[src/rtl/sbit_pkg.sv]
package sbit_pkg;
  typedef enum logic [3:0] {
    OP_FMASK = 4'd0,
    OP_FEXT  = 4'd1,
    OP_QFILL = 4'd2,
    OP_QPACK = 4'd3,
    OP_REV   = 4'd4,
    OP_CNT0  = 4'd5,
    OP_CNT1  = 4'd6,
    OP_FIND0 = 4'd7,
    OP_FIND1 = 4'd8,
    OP_LEADU = 4'd9,
    OP_LEADS = 4'd10
  } sbit_op_e;
endpackage

[src/rtl/sbit_field.sv]
module sbit_field #(
  parameter int DATA_W  = 32,
  parameter int WID_LSB = 16,
  parameter int WID_W   = 7
) (
  input  logic [DATA_W-1:0] src_a_i,
  input  logic [DATA_W-1:0] src_b_i,
  output logic [DATA_W-1:0] mask_o,
  output logic [DATA_W-1:0] ext_o
);
  localparam int IDX_W = $clog2(DATA_W);
  localparam int SZ_W  = IDX_W + 1;
  localparam int CW    = (WID_W > SZ_W) ? WID_W : SZ_W;

  logic [IDX_W-1:0]  pos;
  logic [CW-1:0]     room, size_m, size_x, w_m, w_x;
  logic [DATA_W-1:0] low_m, low_x;

  assign pos    = src_b_i[IDX_W-1:0];
  assign room   = CW'(DATA_W) - CW'(pos);
  assign size_m = CW'(src_a_i[SZ_W-1:0]);
  assign size_x = CW'(src_b_i[WID_LSB +: WID_W]);
  // clamp so the field stops at the MSB
  assign w_m    = (size_m > room) ? room : size_m;
  assign w_x    = (size_x > room) ? room : size_x;

  for (genvar i = 0; i < DATA_W; i++) begin : g_low
    assign low_m[i] = (CW'(i) < w_m);
    assign low_x[i] = (CW'(i) < w_x);
  end

  assign mask_o = low_m << pos;
  assign ext_o  = (src_a_i >> pos) & low_x;
endmodule

[src/rtl/sbit_quad.sv]
module sbit_quad #(
  parameter int DATA_W = 32
) (
  input  logic [DATA_W-1:0]   src_i,
  output logic [DATA_W-1:0]   fill_o,
  output logic [DATA_W/4-1:0] pack_o
);
  localparam int GROUPS = DATA_W / 4;

  for (genvar g = 0; g < GROUPS; g++) begin : g_grp
    logic any;
    assign any            = |src_i[4*g +: 4];
    assign fill_o[4*g +: 4] = {4{any}};
    assign pack_o[g]      = any;
  end
endmodule

[src/rtl/sbit_scan.sv]
module sbit_scan #(
  parameter int DATA_W = 32
) (
  input  logic [DATA_W-1:0]  src_i,
  output logic [DATA_W-1:0]  rev_o,
  output logic [$clog2(DATA_W):0]   cnt0_o,
  output logic [$clog2(DATA_W):0]   cnt1_o,
  output logic [$clog2(DATA_W)-1:0] ff0_o,
  output logic                      ff0_hit_o,
  output logic [$clog2(DATA_W)-1:0] ff1_o,
  output logic                      ff1_hit_o,
  output logic [$clog2(DATA_W)-1:0] ldu_o,
  output logic                      ldu_hit_o,
  output logic [$clog2(DATA_W)-1:0] lds_o,
  output logic                      lds_hit_o
);
  localparam int IDX_W = $clog2(DATA_W);
  localparam int MSB   = DATA_W - 1;

  logic [DATA_W-1:0] diff;
  assign diff = src_i ^ {DATA_W{src_i[MSB]}};

  for (genvar i = 0; i < DATA_W; i++) begin : g_rev
    assign rev_o[i] = src_i[MSB-i];
  end

  always_comb begin
    cnt0_o = '0;
    cnt1_o = '0;
    for (int i = 0; i < DATA_W; i++) begin
      cnt1_o = cnt1_o + (IDX_W+1)'(src_i[i]);
      cnt0_o = cnt0_o + (IDX_W+1)'(!src_i[i]);
    end
  end

  // downward walk: the last match is the lowest index
  always_comb begin
    ff0_o = '0; ff0_hit_o = 1'b0;
    ff1_o = '0; ff1_hit_o = 1'b0;
    for (int i = MSB; i >= 0; i--) begin
      if (!src_i[i]) begin ff0_o = IDX_W'(i); ff0_hit_o = 1'b1; end
      if (src_i[i])  begin ff1_o = IDX_W'(i); ff1_hit_o = 1'b1; end
    end
  end

  // upward walk: the last match is the highest index
  always_comb begin
    ldu_o = '0; ldu_hit_o = 1'b0;
    lds_o = '0; lds_hit_o = 1'b0;
    for (int i = 0; i < DATA_W; i++) begin
      if (src_i[i]) begin ldu_o = IDX_W'(MSB - i); ldu_hit_o = 1'b1; end
      if (i < MSB && diff[i]) begin lds_o = IDX_W'(MSB - i); lds_hit_o = 1'b1; end
    end
  end
endmodule

[src/rtl/sbit_unit.sv]
module sbit_unit
  import sbit_pkg::*;
#(
  parameter int DATA_W  = 32,
  parameter int WID_LSB = 16,
  parameter int WID_W   = 7
) (
  input  logic              clk_i,
  input  logic              rst_ni,
  input  logic              valid_i,
  input  logic [3:0]        op_i,
  input  logic [DATA_W-1:0] src_a_i,
  input  logic [DATA_W-1:0] src_b_i,
  output logic              valid_o,
  output logic [DATA_W-1:0] result_o,
  output logic              flag_o
);
  localparam int IDX_W  = $clog2(DATA_W);
  localparam int GROUPS = DATA_W / 4;

  logic [DATA_W-1:0] f_mask, f_ext, q_fill, s_rev;
  logic [GROUPS-1:0] q_pack;
  logic [IDX_W:0]    s_cnt0, s_cnt1;
  logic [IDX_W-1:0]  s_ff0, s_ff1, s_ldu, s_lds;
  logic              h_ff0, h_ff1, h_ldu, h_lds;

  sbit_field #(.DATA_W(DATA_W), .WID_LSB(WID_LSB), .WID_W(WID_W)) u_field (
    .src_a_i(src_a_i), .src_b_i(src_b_i), .mask_o(f_mask), .ext_o(f_ext)
  );

  sbit_quad #(.DATA_W(DATA_W)) u_quad (
    .src_i(src_a_i), .fill_o(q_fill), .pack_o(q_pack)
  );

  sbit_scan #(.DATA_W(DATA_W)) u_scan (
    .src_i(src_a_i), .rev_o(s_rev),
    .cnt0_o(s_cnt0), .cnt1_o(s_cnt1),
    .ff0_o(s_ff0), .ff0_hit_o(h_ff0),
    .ff1_o(s_ff1), .ff1_hit_o(h_ff1),
    .ldu_o(s_ldu), .ldu_hit_o(h_ldu),
    .lds_o(s_lds), .lds_hit_o(h_lds)
  );

  logic [DATA_W-1:0] res_d;
  logic              flag_d;
  logic [IDX_W-1:0]  idx_sel;
  logic              hit_sel, is_find;

  always_comb begin
    res_d   = '0;
    is_find = 1'b0;
    idx_sel = '0;
    hit_sel = 1'b0;
    case (sbit_op_e'(op_i))
      OP_FMASK: res_d = f_mask;
      OP_FEXT:  res_d = f_ext;
      OP_QFILL: res_d = q_fill;
      OP_QPACK: res_d = DATA_W'(q_pack);
      OP_REV:   res_d = s_rev;
      OP_CNT0:  res_d = DATA_W'(s_cnt0);
      OP_CNT1:  res_d = DATA_W'(s_cnt1);
      OP_FIND0: begin is_find = 1'b1; idx_sel = s_ff0; hit_sel = h_ff0; end
      OP_FIND1: begin is_find = 1'b1; idx_sel = s_ff1; hit_sel = h_ff1; end
      OP_LEADU: begin is_find = 1'b1; idx_sel = s_ldu; hit_sel = h_ldu; end
      OP_LEADS: begin is_find = 1'b1; idx_sel = s_lds; hit_sel = h_lds; end
      default:  res_d = '0;
    endcase
    if (is_find) begin
      res_d  = hit_sel ? DATA_W'(idx_sel) : '1;
      flag_d = hit_sel && (idx_sel != '0);
    end else begin
      flag_d = (res_d != '0);
    end
  end

  always_ff @(posedge clk_i or negedge rst_ni) begin
    if (!rst_ni) begin
      valid_o  <= 1'b0;
      result_o <= '0;
      flag_o   <= 1'b0;
    end else begin
      valid_o <= valid_i;
      if (valid_i) begin
        result_o <= res_d;
        flag_o   <= flag_d;
      end
    end
  end

  a_r1_valid_follows: assert property (@(posedge clk_i) disable iff (!rst_ni)
    valid_i |=> valid_o);
  a_r1_idle_hold: assert property (@(posedge clk_i) disable iff (!rst_ni)
    !valid_i |=> (!valid_o && $stable(result_o) && $stable(flag_o)));
  a_r11_flag_nonzero: assert property (@(posedge clk_i) disable iff (!rst_ni)
    flag_o |-> (result_o != '0));
  a_r4_quad_consistent: assert property (@(posedge clk_i) disable iff (!rst_ni)
    $countones(q_fill) == 4 * $countones(q_pack));
  a_r7_pop_total: assert property (@(posedge clk_i) disable iff (!rst_ni)
    (32'(s_cnt0) + 32'(s_cnt1)) == 32'(DATA_W));
  a_r8_ff1_hit_bit: assert property (@(posedge clk_i) disable iff (!rst_ni)
    h_ff1 |-> src_a_i[s_ff1]);
  a_r8_ff0_hit_bit: assert property (@(posedge clk_i) disable iff (!rst_ni)
    h_ff0 |-> !src_a_i[s_ff0]);
endmodule

[config.mk]
export PLATFORM = sky130hd
export DESIGN_NAME = sbit_unit
export DESIGN_NICKNAME = d
export VERILOG_FILES = /design/src/rtl/sbit_pkg.sv /design/src/rtl/sbit_field.sv /design/src/rtl/sbit_quad.sv /design/src/rtl/sbit_scan.sv /design/src/rtl/sbit_unit.sv
export SDC_FILE = /design/constraint.sdc
export NUM_CORES = 1
export LEC_CHECK = 0
export ABC_AREA = 1
export BUFFER_PORTS_ARGS = -buffer_cell sky130_fd_sc_hd__buf_2
export CAP_MARGIN = 10
export CORE_ASPECT_RATIO = 0.7
export CORE_MARGIN = 8
export CORE_UTILIZATION = 25
export DETAILED_ROUTE_END_ITERATION = 6
export PLACE_DENSITY = 0.4
export SLEW_MARGIN = 25
export SYNTH_ARGS = -nofsm -noshare
export SYNTH_HDL_FRONTEND = slang
export SYNTH_SLANG_ARGS = --single-unit
export TNS_END_PERCENT = 10
[constraint.sdc]
create_clock -name clk_i -period 1.2 [get_ports clk_i]
set_clock_uncertainty 0.1 [all_clocks]
set_input_delay 0.3 -clock clk_i [delete_from_list [all_inputs] [get_ports clk_i]]
set_output_delay 0.3 -clock clk_i [all_outputs]
set_load 0.03 [all_outputs]
==> impl_metrics.ini <==
[place]
gp_congestion = 0.968
io_buffers = 84
placedCellCount = 2549
dp_hpwl_mm = 43.9
place_ws_ns = -5.22
place_area_um2 = 13200

[timing]
worstMarginPinSlew_ns = 0.746
rsz0062_at_grt = true
period_needed_ns = 5.97
setup-violations-final = 64
fin_crit_sh_pct = 498
fin_tns_setup_ns = -96.66
hold_viol = 0
slew_headroom_pct = 50.3
drv_slew = 0
setup_ws_ns = -4.77
holdWs_ns = 0.206
fmax_mhz = 167

[synthesis]
netlist_instances = 1662
synth_area_leaders = nand2_1 (22%), fa_1 (10%), dfrtp_1 (9.0%)
syn_area_um2 = 9480
synth_mux_area_share_pct = 2.01
yosysSeqAreaShare_pct = 8.97
synth_top_area_share_pct = 21.7
synthesis.nets = 1815
synthAdderAreaFrac_pct = 14.6
synthSimpleGateAreaFrac_pct = 40.7
synth_ff_type = dfrtp_1
ys_async_sr_fraction_pct = 100
synth_edf_count = 0
synth_seq_cells = 34
synth_compound_area_share_pct = 19.5
ys_warn_count = 0
synth_cell_types = 59
postSynthAreaPerCell_um2 = 5.71
synth.most_common_cell = nand2_1
yosys.area_share.xor_xnor_pct = 3.03
synth_top_cell_by_area = nand2_1
synthTopCellsByCount = nand2_1 (549), inv_1 (180), nor2_1 (154)
synth_top_family_by_area = simple AND/OR/NAND/NOR gates

[finish]
final_util_pct = 37.6
fin_nets = 2224
seq_area_um2 = 851
final_area_um2 = 14000
fin_cells = 2560
antenna_cells = 0
multi_input_area_um2 = 7960
fill_cells = 4143
drive_above_1_share_pct = 30.4
syn2layout_area_growth_pct = 47.9

[power]
power_density_nw_per_um2 = 1270
ir_drop_mv = 1.47
power_mw = 17.8
power.leakage_nw = 7.09

[critical_path]
worst_setup_path_end_kind = flip-flop
worstPathArrival_ns = 6.04
worst-path-max-fanout = 2
crit_slowest_cell = fa_2
regToRegSetupSlack_ns = 0.24
reg2regPathDepth = 3
cp-start-kind = primary input
r2r-end = result_o[0]$_DFFE_PN0P_
worstPathRequired_ns = 1.27
path_class = in -> reg
cp_slowest_stage_delay_ns = 0.59
cpMostUsedCell = nor2_1
r2r-start = result_o[0]$_DFFE_PN0P_

[outcome]
status = complete, but fails checks
violations = negative setup slack

[global_route]
grt_pass1_vias = 12300
grt.overflow.total = 0
gr-usage-all-layers_pct = 23.3
grt_pass1_wl_mm = 79.2
antenna_found_initial = 0
grt_start_max_net_pins = 78

[hold_path]
min_path_cells = 4
hp-start = valid_i
worstHoldPathType = in -> reg
min_to = flag_o$_DFFE_PN0P_

[route]
drc = 0
drt-pass1-iter-count = 5
ant_nets = 0
drtIter0Drc = 1602
viasPerCell = 4.96
vias = 12700
routedWlPerCell_um = 20.6
totalWireLength_mm = 52.7

[cts]
path_clk_slew_ns = 0.06
cts_made_buffers = 5
clockBufferDepth = 2
clock_latency_ns = 0.28
clock_sinks = 34
cts_max_level = 2
cts_tree = built
cts_root_buffer = clkbuf_16

[floorplan]
die_w_um = 249
design.die.area_um2 = 44500
io_pins = 105
fp.dieH_um = 179
core-area_um2 = 37300
initial_core_util_pct = 25.4
num_rows = 59

[job]
maxCapViolCount = 0
-- placed cells by master (no fill, tap or decap), drive strengths merged, types with 5 or more instances in the layout --
cell     Yosys  final
a211oi      15     15
a21oi       60     60
a221oi       6      6
a31oi        5      5
buf         24    478
clkbuf      53      5
clkinv       3      5
dfrtp       34     34
fa          48     48
ha          34     34
inv        195    195
mux2i       19     19
nand2      557    557
nand3      147    147
nand4       16     16
nor2       168    168
nor3        14     14
o2111ai      8      8
o211ai      15     15
o21ai      144    144
o22ai       24     24
xnor2       28     28
-- critical path, delay by kind of cell --
kind / cells / cell delay, ns
fa+ha+maj: 9 / 3.95
simple gates: 13 / 0.96
compound gates: 4 / 0.48
buf+inv: 4 / 0.33
-- sequential cells by signal, summed over array words and instances (netlist names) --
register	flops
flag_o	1
valid_o	1
result_o	32
-- metal layers --
metal | GRT usage [%] | share of wire [%] | vias up
met5 | 0 | 0 | -
met4 | 1.84 | 0.65 | 0
met3 | 5.92 | 10 | 24
met2 | 31.1 | 36 | 485
met1 | 37.2 | 53 | 5949
li1 | - | - | 6252
-- cells by family after synthesis --
family | count (synthesis)
compound gates | 305
xor+xnor | 32
fa+ha+maj | 82
buf+inv | 275
flops | 34
mux | 19
simple gates | 915
-- final cells by class --
type                    count  area share, %
clock buffers               5          0.892
clock inverters             3          0.152
inverters                 198           5.44
multi-input cells        1353           56.8
flip-flops and latches     34           6.07
well taps                 488           4.35
repair buffers            479           26.3
-- how the worst max path moves through the flow --
stage | start | endpoint | slack, ns | cells past startpoint
after floorplan | src_a_i[1] | flag_o$_DFFE_PN0P_ | -4.67 | 29
final | src_a_i[1] | flag_o$_DFFE_PN0P_ | -4.77 | 30
after detailed placement | src_a_i[0] | flag_o$_DFFE_PN0P_ | -5.22 | 29
after CTS | src_a_i[0] | flag_o$_DFFE_PN0P_ | -4.86 | 29
after global placement | src_a_i[0] | flag_o$_DFFE_PN0P_ | -5.22 | 29
after global routing | src_a_i[0] | flag_o$_DFFE_PN0P_ | -5.12 | 29
-- timing repair --
action	CTS	global route
pin swaps	24	16
resized for setup	145	33
setup buffers	7	0
setup endpoints to repair	67	67
hold buffers	1	0
endpoints found under the hold margin	12	0
-- power by group --
group	switching [mW]	internal [mW]
Combinational	8.56	6.53
Clock	0.502	0.768
Sequential	0.161	1.33
Total	9.22	8.62
No activity file was read; power rests on OpenSTA's default activity.
